--- src/rtl/mdio_resp_pkg.sv ---
package mdio_resp_pkg;

    localparam int DATA_W   = 16;
    localparam int IDX_W    = 5;
    localparam int ADDR_W   = 5;
    localparam int NUM_REGS = 1 << IDX_W;
    localparam int PRE_LEN  = 32;
    localparam int CNT_W    = $clog2(PRE_LEN + 1);

    // register indices with special read behaviour or reset values
    localparam logic [IDX_W-1:0] IDX_CTRL    = 5'd0;
    localparam logic [IDX_W-1:0] IDX_STATUS  = 5'd1;
    localparam logic [IDX_W-1:0] IDX_ID_HI   = 5'd2;
    localparam logic [IDX_W-1:0] IDX_ID_LO   = 5'd3;
    localparam logic [IDX_W-1:0] IDX_ADV     = 5'd4;
    localparam logic [IDX_W-1:0] IDX_PARTNER = 5'd5;
    localparam logic [IDX_W-1:0] IDX_SPEED   = 5'd17;
    localparam logic [IDX_W-1:0] IDX_DIAG    = 5'd18;

    // computed read values
    localparam logic [DATA_W-1:0] STATUS_UP   = 16'h7800 | 16'h0020 | 16'h0008 | 16'h0006;
    localparam logic [DATA_W-1:0] PARTNER_ACK = 16'h4000;
    localparam logic [DATA_W-1:0] PARTNER_AN  = 16'h0001;
    localparam logic [DATA_W-1:0] ADV_MODES   = 16'h01E0;
    localparam logic [DATA_W-1:0] SPEED_GIG   = 16'h8000;
    localparam int ADV_10FD   = 6;
    localparam int ADV_100HD  = 7;
    localparam int ADV_100FD  = 8;
    localparam int DIAG_100   = 10;
    localparam int DIAG_FULL  = 11;

    localparam logic [1:0] OPC_READ  = 2'b10;
    localparam logic [1:0] OPC_WRITE = 2'b01;

    typedef enum logic [2:0] {
        PH_PRE,
        PH_SOF,
        PH_OP,
        PH_PHY,
        PH_REG,
        PH_TA,
        PH_DATA
    } phase_e;

    typedef struct packed {
        phase_e              phase;
        logic [CNT_W-1:0]    cnt;
        logic                op_rd;
        logic [ADDR_W-1:0]   phy;
        logic [IDX_W-1:0]    regi;
        logic [DATA_W-1:0]   shreg;
        logic                drive;
        logic                dout;
        logic                wr_en;
    } frame_st_t;

    function automatic logic [DATA_W-1:0] reset_value(input int idx);
        case (idx)
            0:       return 16'h3100;
            2:       return 16'h0300;
            3:       return 16'hE400;
            4:       return 16'h01E1;
            default: return '0;
        endcase
    endfunction

endpackage

--- src/rtl/mdio_line_sync.sv ---
module mdio_line_sync #(
    parameter int STAGES = 2
) (
    input  logic clk,
    input  logic rst_n,
    input  logic mdc_i,
    input  logic mdio_i,
    output logic mdc_rise,
    output logic mdio_smp
);

    logic [STAGES:0]   mdc_d, mdc_q;
    logic [STAGES-1:0] dat_d, dat_q;

    always_comb begin
        mdc_d = {mdc_q[STAGES-1:0], mdc_i};
    end

    generate
        if (STAGES == 1) begin : g_single
            always_comb dat_d = mdio_i;
        end else begin : g_chain
            always_comb dat_d = {dat_q[STAGES-2:0], mdio_i};
        end
    endgenerate

    always_ff @(posedge clk or negedge rst_n) begin
        if (!rst_n) begin
            mdc_q <= '0;
            dat_q <= '0;
        end else begin
            mdc_q <= mdc_d;
            dat_q <= dat_d;
        end
    end

    assign mdc_rise = mdc_q[STAGES-1] & ~mdc_q[STAGES];
    assign mdio_smp = dat_q[STAGES-1];

endmodule

--- src/rtl/mdio_frame_fsm.sv ---
module mdio_frame_fsm
    import mdio_resp_pkg::*;
(
    input  logic              clk,
    input  logic              rst_n,
    input  logic              bit_valid,
    input  logic              bit_in,
    input  logic [ADDR_W-1:0] cfg_phy_addr,
    input  logic [DATA_W-1:0] rd_data,
    output logic [IDX_W-1:0]  rd_idx,
    output logic              wr_en,
    output logic [IDX_W-1:0]  wr_idx,
    output logic [DATA_W-1:0] wr_data,
    output logic [ADDR_W-1:0] frame_phy,
    output logic              mdio_oe,
    output logic              mdio_out
);

    localparam logic [CNT_W-1:0] PRE_CNT  = CNT_W'(PRE_LEN);
    localparam logic [CNT_W-1:0] PHY_LAST = CNT_W'(ADDR_W - 1);
    localparam logic [CNT_W-1:0] REG_LAST = CNT_W'(IDX_W - 1);
    localparam logic [CNT_W-1:0] DAT_LAST = CNT_W'(DATA_W - 1);

    frame_st_t st_d, st_q;
    logic      matched;

    // index of the register being addressed, complete on the last index bit
    assign rd_idx  = {st_q.regi[IDX_W-2:0], bit_in};
    assign matched = (st_q.phy == cfg_phy_addr);

    always_comb begin
        st_d       = st_q;
        st_d.wr_en = 1'b0;
        if (bit_valid) begin
            unique case (st_q.phase)
                PH_PRE: begin
                    if (bit_in) begin
                        if (st_q.cnt != PRE_CNT) st_d.cnt = st_q.cnt + 1'b1;
                    end else begin
                        st_d.cnt = '0;
                        if (st_q.cnt == PRE_CNT) st_d.phase = PH_SOF;
                    end
                end
                PH_SOF: begin
                    st_d.cnt   = '0;
                    st_d.phase = bit_in ? PH_OP : PH_PRE;
                end
                PH_OP: begin
                    st_d.shreg = {st_q.shreg[DATA_W-2:0], bit_in};
                    if (st_q.cnt == '0) begin
                        st_d.cnt = CNT_W'(1);
                    end else begin
                        st_d.cnt = '0;
                        unique case ({st_q.shreg[0], bit_in})
                            OPC_READ: begin
                                st_d.op_rd = 1'b1;
                                st_d.phase = PH_PHY;
                            end
                            OPC_WRITE: begin
                                st_d.op_rd = 1'b0;
                                st_d.phase = PH_PHY;
                            end
                            default: st_d.phase = PH_PRE;
                        endcase
                    end
                end
                PH_PHY: begin
                    st_d.phy = {st_q.phy[ADDR_W-2:0], bit_in};
                    if (st_q.cnt == PHY_LAST) begin
                        st_d.cnt   = '0;
                        st_d.phase = PH_REG;
                    end else begin
                        st_d.cnt = st_q.cnt + 1'b1;
                    end
                end
                PH_REG: begin
                    st_d.regi = rd_idx;
                    if (st_q.cnt == REG_LAST) begin
                        st_d.cnt   = '0;
                        st_d.phase = PH_TA;
                        if (st_q.op_rd && matched) st_d.shreg = rd_data;
                    end else begin
                        st_d.cnt = st_q.cnt + 1'b1;
                    end
                end
                PH_TA: begin
                    if (st_q.cnt == '0) begin
                        // first turnaround bit: line released, take it for the second
                        st_d.cnt = CNT_W'(1);
                        if (st_q.op_rd) begin
                            if (matched) begin
                                st_d.drive = 1'b1;
                                st_d.dout  = 1'b0;
                            end
                        end else if (!bit_in) begin
                            st_d.cnt   = '0;
                            st_d.phase = PH_PRE;
                        end
                    end else begin
                        st_d.cnt   = '0;
                        st_d.phase = PH_DATA;
                        if (st_q.op_rd) begin
                            if (matched) begin
                                st_d.dout  = st_q.shreg[DATA_W-1];
                                st_d.shreg = {st_q.shreg[DATA_W-2:0], 1'b0};
                            end
                        end else if (bit_in) begin
                            st_d.phase = PH_PRE;
                        end
                    end
                end
                PH_DATA: begin
                    if (st_q.op_rd) begin
                        if (st_q.cnt == DAT_LAST) begin
                            st_d.drive = 1'b0;
                            st_d.dout  = 1'b0;
                            st_d.cnt   = '0;
                            st_d.phase = PH_PRE;
                        end else begin
                            st_d.cnt = st_q.cnt + 1'b1;
                            if (st_q.drive) begin
                                st_d.dout  = st_q.shreg[DATA_W-1];
                                st_d.shreg = {st_q.shreg[DATA_W-2:0], 1'b0};
                            end
                        end
                    end else begin
                        st_d.shreg = {st_q.shreg[DATA_W-2:0], bit_in};
                        if (st_q.cnt == DAT_LAST) begin
                            st_d.wr_en = matched;
                            st_d.cnt   = '0;
                            st_d.phase = PH_PRE;
                        end else begin
                            st_d.cnt = st_q.cnt + 1'b1;
                        end
                    end
                end
                default: begin
                    st_d.cnt   = '0;
                    st_d.phase = PH_PRE;
                end
            endcase
        end
    end

    always_ff @(posedge clk or negedge rst_n) begin
        if (!rst_n) begin
            st_q       <= '0;
            st_q.phase <= PH_PRE;
        end else begin
            st_q <= st_d;
        end
    end

    assign wr_en     = st_q.wr_en;
    assign wr_idx    = st_q.regi;
    assign wr_data   = st_q.shreg;
    assign frame_phy = st_q.phy;
    assign mdio_oe   = st_q.drive;
    assign mdio_out  = st_q.dout;

endmodule

--- src/rtl/mdio_phy_regs.sv ---
module mdio_phy_regs
    import mdio_resp_pkg::*;
#(
    parameter int NREG = NUM_REGS
) (
    input  logic              clk,
    input  logic              rst_n,
    input  logic              link_up,
    input  logic              wr_en,
    input  logic [IDX_W-1:0]  wr_idx,
    input  logic [DATA_W-1:0] wr_data,
    input  logic [IDX_W-1:0]  rd_idx,
    output logic [DATA_W-1:0] rd_data
);

    logic [DATA_W-1:0] regs_d [NREG];
    logic [DATA_W-1:0] regs_q [NREG];
    logic [DATA_W-1:0] adv;
    logic              adv_100, adv_full;

    always_comb begin
        regs_d = regs_q;
        if (wr_en) regs_d[wr_idx] = wr_data;
    end

    always_ff @(posedge clk or negedge rst_n) begin
        if (!rst_n) begin
            for (int i = 0; i < NREG; i++) regs_q[i] <= reset_value(i);
        end else begin
            regs_q <= regs_d;
        end
    end

    assign adv      = regs_q[IDX_ADV];
    assign adv_100  = adv[ADV_100HD] | adv[ADV_100FD];
    assign adv_full = adv[ADV_100FD] | adv[ADV_10FD];

    always_comb begin
        unique case (rd_idx)
            IDX_STATUS:  rd_data = link_up ? STATUS_UP : '0;
            IDX_PARTNER: rd_data = PARTNER_ACK | (adv & ADV_MODES) | PARTNER_AN;
            IDX_SPEED:   rd_data = SPEED_GIG;
            IDX_DIAG: begin
                rd_data = '0;
                if (link_up) begin
                    rd_data[DIAG_100]  = adv_100;
                    rd_data[DIAG_FULL] = adv_full;
                end
            end
            default:     rd_data = regs_q[rd_idx];
        endcase
    end

endmodule

--- src/rtl/mdio_phy_responder.sv ---
module mdio_phy_responder
    import mdio_resp_pkg::*;
#(
    parameter int SYNC_STAGES = 2
) (
    input  logic              clk,
    input  logic              rst_n,
    input  logic [ADDR_W-1:0] cfg_phy_addr,
    input  logic              link_up,
    input  logic              mdc,
    input  logic              mdio_in,
    output logic              mdio_out,
    output logic              mdio_oe
);

    logic              mdc_rise;
    logic              mdio_smp;
    logic [IDX_W-1:0]  rd_idx;
    logic [DATA_W-1:0] rd_data;
    logic              wr_en;
    logic [IDX_W-1:0]  wr_idx;
    logic [DATA_W-1:0] wr_data;
    logic [ADDR_W-1:0] frame_phy;

    mdio_line_sync #(.STAGES(SYNC_STAGES)) u_sync (
        .clk      (clk),
        .rst_n    (rst_n),
        .mdc_i    (mdc),
        .mdio_i   (mdio_in),
        .mdc_rise (mdc_rise),
        .mdio_smp (mdio_smp)
    );

    mdio_frame_fsm u_fsm (
        .clk          (clk),
        .rst_n        (rst_n),
        .bit_valid    (mdc_rise),
        .bit_in       (mdio_smp),
        .cfg_phy_addr (cfg_phy_addr),
        .rd_data      (rd_data),
        .rd_idx       (rd_idx),
        .wr_en        (wr_en),
        .wr_idx       (wr_idx),
        .wr_data      (wr_data),
        .frame_phy    (frame_phy),
        .mdio_oe      (mdio_oe),
        .mdio_out     (mdio_out)
    );

    mdio_phy_regs u_regs (
        .clk     (clk),
        .rst_n   (rst_n),
        .link_up (link_up),
        .wr_en   (wr_en),
        .wr_idx  (wr_idx),
        .wr_data (wr_data),
        .rd_idx  (rd_idx),
        .rd_data (rd_data)
    );

endmodule

--- config.mk ---
export PLATFORM = sky130hd
export DESIGN_NAME = mdio_phy_responder
export DESIGN_NICKNAME = d
export VERILOG_FILES = /design/src/rtl/mdio_resp_pkg.sv /design/src/rtl/mdio_line_sync.sv /design/src/rtl/mdio_frame_fsm.sv /design/src/rtl/mdio_phy_regs.sv /design/src/rtl/mdio_phy_responder.sv
export SDC_FILE = /design/constraint.sdc
export NUM_CORES = 1
export LEC_CHECK = 0
export BUFFER_PORTS_ARGS = -buffer_cell sky130_fd_sc_hd__buf_2
export CORE_UTILIZATION = 55
export CTS_CLUSTER_DIAMETER = 100
export DETAILED_ROUTE_END_ITERATION = 8
export PLACE_DENSITY = 0.79
export SLEW_MARGIN = 10
export SYNTH_ARGS = -nofsm -noshare
export SYNTH_HDL_FRONTEND = slang
export SYNTH_HIERARCHICAL = 1
export SYNTH_SLANG_ARGS = --single-unit
export TNS_END_PERCENT = 10
--- constraint.sdc ---
create_clock -name clk -period 3.3 [get_ports clk]
set_input_delay 0.99 -clock clk [delete_from_list [all_inputs] [get_ports clk]]
set_output_delay 0.99 -clock clk [all_outputs]
set_load 0.05 [all_outputs]
Yosys cells after proc, flatten, opt, wreduce, memory -nomap -nowiden
Index checks and enable logic that the tools add are counted.
{"block": "totals", "reg_bits": 556, "latch_bits": 0, "mem_bits_rw": 0, "romBits": 0, "in_bits": 10, "out_inout_bits": 2, "word_cells": 158, "n_memories": 0}
{"block": "classes", "add_sub_neg": 1, "n_mul": 0, "n_div": 0, "order_cmp": 3, "eq_ne": 35, "n_shift": 0, "n_mux": 53, "bitwise": 7, "n_reduce_logical": 16}
{"op": "$bwmux W512", "n": 1}
{"op": "$mux W16", "n": 11}
{"op": "$pmux W16 S4", "n": 2}
{"op": "$bmux W16 S5", "n": 1}
{"op": "$demux W16 S5", "n": 1}
{"op": "$pmux W9 S7", "n": 1}
{"op": "$mux W9", "n": 3}
{"op": "$mux W3", "n": 8}
{"op": "$mux W6", "n": 4}
{"op": "$ne A2 B1 Y1 const B", "n": 9}
{"op": "$reduce_and A9 Y1", "n": 2}
{"op": "$mux W15", "n": 1}
{"op": "$ge A6 B6 Y1 const B", "n": 2}
{"op": "$mux W1", "n": 12}
{"op": "$mux W2", "n": 6}
{"op": "$ne A3 B3 Y1 const B", "n": 4}
{"op": "$not A5 Y6", "n": 2}
{"op": "$eq A5 B5 Y1 const B", "n": 2}
{"op": "$eq A3 B3 Y1 const B", "n": 3}
{"op": "$reduce_and A7 Y1", "n": 1}
{"op": "$add A6 B1 Y6 const B", "n": 1}
{"op": "$eq A3 B2 Y1 const B", "n": 2}
{"op": "$eq A6 B3 Y1 const B", "n": 1}
{"op": "$eq A6 B4 Y1 const B", "n": 1}
{"op": "26 further kinds", "n": 34}

Depth between registers and ports, before layout
{"block": "depth", "word_depth": 8, "depth_mapped": 13, "ltp_nobuf": 8}

Hierarchy
Netlist, hierarchy kept.
{"module": "mdio_phy_regs", "instances": 1, "cells_each": 1570, "area_each_um2": 23815.3, "seq_area_each_um2": 12804.8}
{"module": "mdio_frame_fsm", "instances": 1, "cells_each": 242, "area_each_um2": 2534.9, "seq_area_each_um2": 975.9}
{"module": "mdio_line_sync", "instances": 1, "cells_each": 6, "area_each_um2": 138.9, "seq_area_each_um2": 125.1}

Least setup slack after synthesis
No wires, ideal clock.
{"block": "synth_path", "path_type": "register to register", "startpoint": "register u_sync.dat_q[1]", "endpoint": "register u_fsm.st_q (netlist bit u_fsm/wr_data[7])", "t_arrival_ps": 2412, "required_ps": 3175, "setup_slack_ps": 763, "stages_incl_launch_ff": 10, "period_less_slack_ps": 2537, "cell_sequence": "dfrtp_1 buf_4 buf_2 buf_2 mux4_2 mux2_2 o22ai_1 a21oi_1 mux2_2 mux2_2"}
{"block": "synth_via", "elab_chain_len": 8, "elab_cells_between_ends": 12, "classes_between": "eq/ne: 4; mux: 7; bitwise: 1"}
{"item": "from (decl)", "line": "mdio_line_sync.sv:13", "text": "logic [STAGES-1:0] dat_d, dat_q;"}
{"item": "from (signal assigned)", "line": "mdio_line_sync.sv:33", "text": "dat_q <= dat_d;"}
{"item": "$not A5 Y6 (not written as such)", "line": "mdio_phy_regs.sv:50", "text": "default: rd_data = regs_q[rd_idx];"}
{"item": "$bmux W16 S5", "line": "mdio_phy_regs.sv:50"}
{"item": "$mux W16 (not written as such) (2 in a row)", "line": "mdio_phy_regs.sv:50"}
{"item": "$pmux W16 S4 *", "line": "mdio_phy_regs.sv:39", "text": "unique case (rd_idx)"}
{"item": "net rd_data[7]", "line": "mdio_phy_responder.sv:19", "text": "logic [DATA_W-1:0] rd_data;"}
{"item": "$mux W16 *", "line": "mdio_frame_fsm.sv:81", "text": "if (st_q.op_rd && matched) st_d.shreg = rd_data;"}
{"item": "$mux W16 *", "line": "mdio_frame_fsm.sv:78", "text": "if (st_q.cnt == REG_LAST) begin"}
{"item": "$pmux W16 S4 *", "line": "mdio_frame_fsm.sv:35", "text": "unique case (st_q.phase)"}
{"item": "to (signal assigned)", "line": "mdio_frame_fsm.sv:150", "text": "st_q <= st_d;"}
{"item": "to (decl)", "line": "mdio_frame_fsm.sv:24", "text": "frame_st_t st_d, st_q;"}
The timed path passes the listed nets; every way through them passes the cells marked *. The select of a mux whose other input is x is not followed.
A chain may end at the register's enable or synchronous reset.

Worst setup path after layout
{"block": "layout_path", "startpoint": "register u_fsm.st_q (netlist bit u_fsm/wr_idx[0])", "endpoint": "register u_fsm.st_q (netlist bit u_fsm/wr_data[10])"}
{"block": "layout_via", "elab_chain_len": 8, "elab_cells_between_ends": 12, "classes_between": "eq/ne: 4; mux: 7; bitwise: 1"}
{"item": "$not A5 Y6 (not written as such)", "line": "mdio_phy_regs.sv:50"}
{"item": "$bmux W16 S5", "line": "mdio_phy_regs.sv:50"}
{"item": "$mux W16 (not written as such) (2 in a row)", "line": "mdio_phy_regs.sv:50"}
{"item": "$pmux W16 S4 *", "line": "mdio_phy_regs.sv:39"}
{"item": "net rd_data[10]", "line": "mdio_phy_responder.sv:19"}
{"item": "$mux W16 *", "line": "mdio_frame_fsm.sv:81"}
{"item": "$mux W16 *", "line": "mdio_frame_fsm.sv:78"}
{"item": "$pmux W16 S4 *", "line": "mdio_frame_fsm.sv:35"}
Marks and branches as above.

==> tab_implementation.tex <==
\begin{tabular}{lr}
\hline
Metric & Value \\
\hline
\multicolumn{2}{l}{\textbf{Setup path}} \\
Startpoint type of the worst setup path & flip-flop \\
CP top delay family & compound AO/OA/AOI/OAI gates \\
Critical path buffer and inverter count & 2 \\
Slowest cell on the critical path & dfrtp\_4 \\
Worst r2r dst & u\_fsm/wr\_data[10] \\
Most repeated library cell on the critical path & a221oi\_1 \\
Delay of the slowest critical-path stage & slightly below 600 ps \\
Number of stages on the worst setup path & 9 \\
Max FO, Critical Path & 24 \\
CP cell instances & buf\_12 -> buf\_4 -> nand2b\_1 -> nor2\_1 -> o221ai\_1 -> a221oi\_1 -> a221oi\_1 -> mux2\_2 -> mux2\_4 \\
Required time at the worst-slack endpoint & roughly 3800 ps \\
Worst reg2reg path depth & 9 \\
Kind of end point of the critical path & flip-flop \\
Startpoint-to-endpoint class of the critical path & flip-flop to flip-flop \\
Crit path DAT & $\sim$3400 ps \\
Startpoint of the most critical register-to-register path & u\_fsm/wr\_idx[0] \\
Setup slack, reg-to-reg & roughly 370 ps \\
\multicolumn{2}{l}{\textbf{Placement}} \\
Routability congestion estimate from global placement & 0.9454 \\
Dpl hpwl & about 40000 µm \\
Buffers added on ports & 11 \\
DP Area & $\sim$27000 µm² \\
\multicolumn{2}{l}{\textbf{Floorplan}} \\
Area enclosed by the die boundary & 48980 µm² \\
Y dimension of the die & $\sim$220 µm \\
Placeable core area & between 40000 and 50000 µm² \\
Standard-cell row count & 79 \\
Chip width & 221.3 µm \\
Count of pins on the block boundary & 12 \\
Initial core utilization & 0.5634 \\
\multicolumn{2}{l}{\textbf{Timing}} \\
Maximum frequency from static timing analysis & around 0.34 GHz \\
Total setup violations reported at the end of the flow & 0 \\
Clock period minus worst slack & between 2000 and 3000 ps \\
Least-Margin Pin Slew & around 1300 ps \\
Setup Total Neg Slack & 0 ps \\
Worst Skew & about 17 ps \\
RSZ-0062 raised after global routing & no \\
Max\_slew headroom & 0.1653 \\
Hold Fails Final Rpt & 0 \\
Final clock period utilization by the worst path & 0.8879 \\
Post-Route Hold Slack & roughly 300 ps \\
Final-report max-slew violation count & 0 \\
\multicolumn{2}{l}{\textbf{Detailed routing}} \\
Final ANT Viol Nets & 0 \\
DRT iter0 DRCs & $\sim$1400 \\
Number of vias in the routed layout & between 15000 and 20000 \\
Sum of routed wire length over all layers & roughly 64000 µm \\
Post-route DRC & 0 \\
Detail-routed net length per standard cell & between 20 and 30 µm \\
Count of TritonRoute iterations in the first routing pass & 6 \\
Vias per inst & between 6 and 7 \\
\multicolumn{2}{l}{\textbf{Power}} \\
Switching Power & 2898 µW \\
Internal power & 10710 µW \\
Pwr dens & approximately 470 nW/µm² \\
Leakage Power & between 0.01 and 0.015 µW \\
Worst vdd rail ir drop & between 0.3 and 0.4 mV \\
Switching power share of the total & 0.2130 \\
Clock share of power & 0.469 \\
Share of total power in combinational logic & 0.027 \\
Share of total power in sequential cells & 0.504 \\
\multicolumn{2}{l}{\textbf{Cells and area}} \\
Filler cell count in the final layout & around 3300 \\
Share of post-route cells with drive strength above 1 & 0.4967 \\
Fin nets & approximately 1800 \\
Final non-filler cell area & 29040 µm² \\
Area Overhead vs Synth & 9.782\% \\
Number of diodes & 0 \\
\multicolumn{2}{l}{\textbf{Logic synthesis}} \\
Cells after synthesis & 1813 \\
Syn\_area\_per\_cell & about 15 µm² \\
Synthesized area & 26450 µm² \\
Synth warn & 6 \\
Syn\_nets & approximately 1800 \\
\multicolumn{2}{l}{\textbf{Run status}} \\
Result of the run & completed \\
\multicolumn{2}{l}{\textbf{Global routing}} \\
Number of global-route vias before repair & 16590 \\
Number of antenna violations at the first check in global routing & 1 \\
Tot GR Track Use & 0.2663 \\
Residual overflow from global routing & 0 \\
First-pass GRT wire length & 100100 µm \\
Pin count of the biggest net entering global routing & between 100 and 150 \\
\multicolumn{2}{l}{\textbf{Worst hold path}} \\
Worst min-delay path class & input pin to async pin \\
\multicolumn{2}{l}{\textbf{CTS}} \\
Clock Tree Root & clkbuf\_16 \\
Total CTS buffers & 56 \\
CTS tree & built \\
Sinks on Clock Net & around 560 \\
Clock latency on the worst-skew pair & about 620 ps \\
Post-cts hold buffer count & 0 \\
Count of instances resized after the clock tree is built & 0 \\
Number of levels the H-tree was split into & 2 \\
Post CTS Setup Buffer Count & 0 \\
Buffer depth of the longest clock path & 3 \\
Clk pin slew, worst setup/hold paths & approximately 60 ps \\
\multicolumn{2}{l}{\textbf{Job}} \\
Number of max-capacitance violations reported & 0 \\
\hline
\end{tabular}
-- layer usage --
| layer | up-vias | GRT usage | wire, µm |
|---|---|---|---|
| met1 | 8476 | 0.3633 | 26400 |
| met3 | 171 | 0.05125 | 4609 |
| met5 | - | 0 | 0 |
| met4 | 0 | 0.1144 | 2762 |
| met2 | 631 | 0.4195 | 30050 |
| li1 | 6644 | - | - |
-- placed cells by master, fill, tap and decap left out, types with 9 or more instances in the layout --
cell       count
clkbuf_1      12
clkbuf_8      20
mux2_4         9
dfstp_2       14
o21ai_0       20
dfrtp_1      534
nand2_1       93
buf_4         74
a21oi_1       17
buf_12        16
nor2_1        29
o22ai_1       13
buf_2         10
clkinv_2       9
a221oi_1      12
inv_1          9
nand3_1        9
clkbuf_16     57
a22oi_1       14
mux2i_1       47
mux2_2       556
nor2_2        13
mux4_2       101
-- cell type report --
cell class	instances	area, µm²	share of cell area
Clock buffer	89	1747	0.06015
Timing Repair Buffer	101	940.9	0.03240
Multi-Input combinational cell	1071	11480	0.3954
Sequential cell	555	13920	0.4794
Tap cell	607	759.5	0.02615
Clock inverter	15	137.6	0.004740
Inverter	13	48.80	0.001680
-- worst max-delay path by stage --
stage,start,endpoint,slack [ps]
3_3_place_gp,u_fsm/wr_idx[0],u_fsm/wr_data[10],520
2_1_floorplan,u_sync/dat_q[1],u_fsm/wr_data[7],760
3_5_place_dp,u_fsm/wr_idx[0],u_fsm/wr_data[10],480
6_report,u_fsm/wr_idx[0],u_fsm/wr_data[10],370
5_1_grt,u_fsm/wr_idx[0],u_fsm/wr_data[10],310
4_1_cts,u_fsm/wr_idx[0],u_fsm/wr_data[10],470
-- metrics by stage --
stage,utilization,total power (µW),std cells,setup WS [ps]
4_1_cts,0.6184,13720,2451,468.1
5_1_grt,0.6185,14040,2451,310.6
2_1_floorplan,-,7137,1813,762.9
3_5_place_dp,0.5783,7353,2347,476.9
6_report,0.6185,13610,2451,370.0
3_3_place_gp,0.5783,7340,2347,520.4
-- power groups by stage --
stage               Combinational, µW  Sequential (µW)  Clock [µW]
global route                      416             6850        6770
global placement                  364             6980           0
floorplan                         177             6960           0
CTS                               377             6850        6490
finish                            368             6850        6380
detailed placement                374             6980           0
-- state kept, by name, indices dropped and copies added (netlist names), 2 cells and up --
signal	cells
u_fsm/frame_phy	5
u_sync/dat_q	2
u_fsm/wr_data	16
u_regs/adv	16
u_sync/mdc_q	3
u_fsm/st_q	10
u_regs/regs_q	495
u_fsm/wr_idx	5
-- worst reg2reg max path: cells and delay by family (launching register included) --
kind / cells / cell delay [ps]
AND/OR/NAND/NOR: 2 / 550
multiplexers: 2 / 540
AO/OA/AOI/OAI: 3 / 680
buffers and inverters: 2 / 460
flip-flops: 1 / 590
No activity file was read; power rests on OpenSTA's default activity.
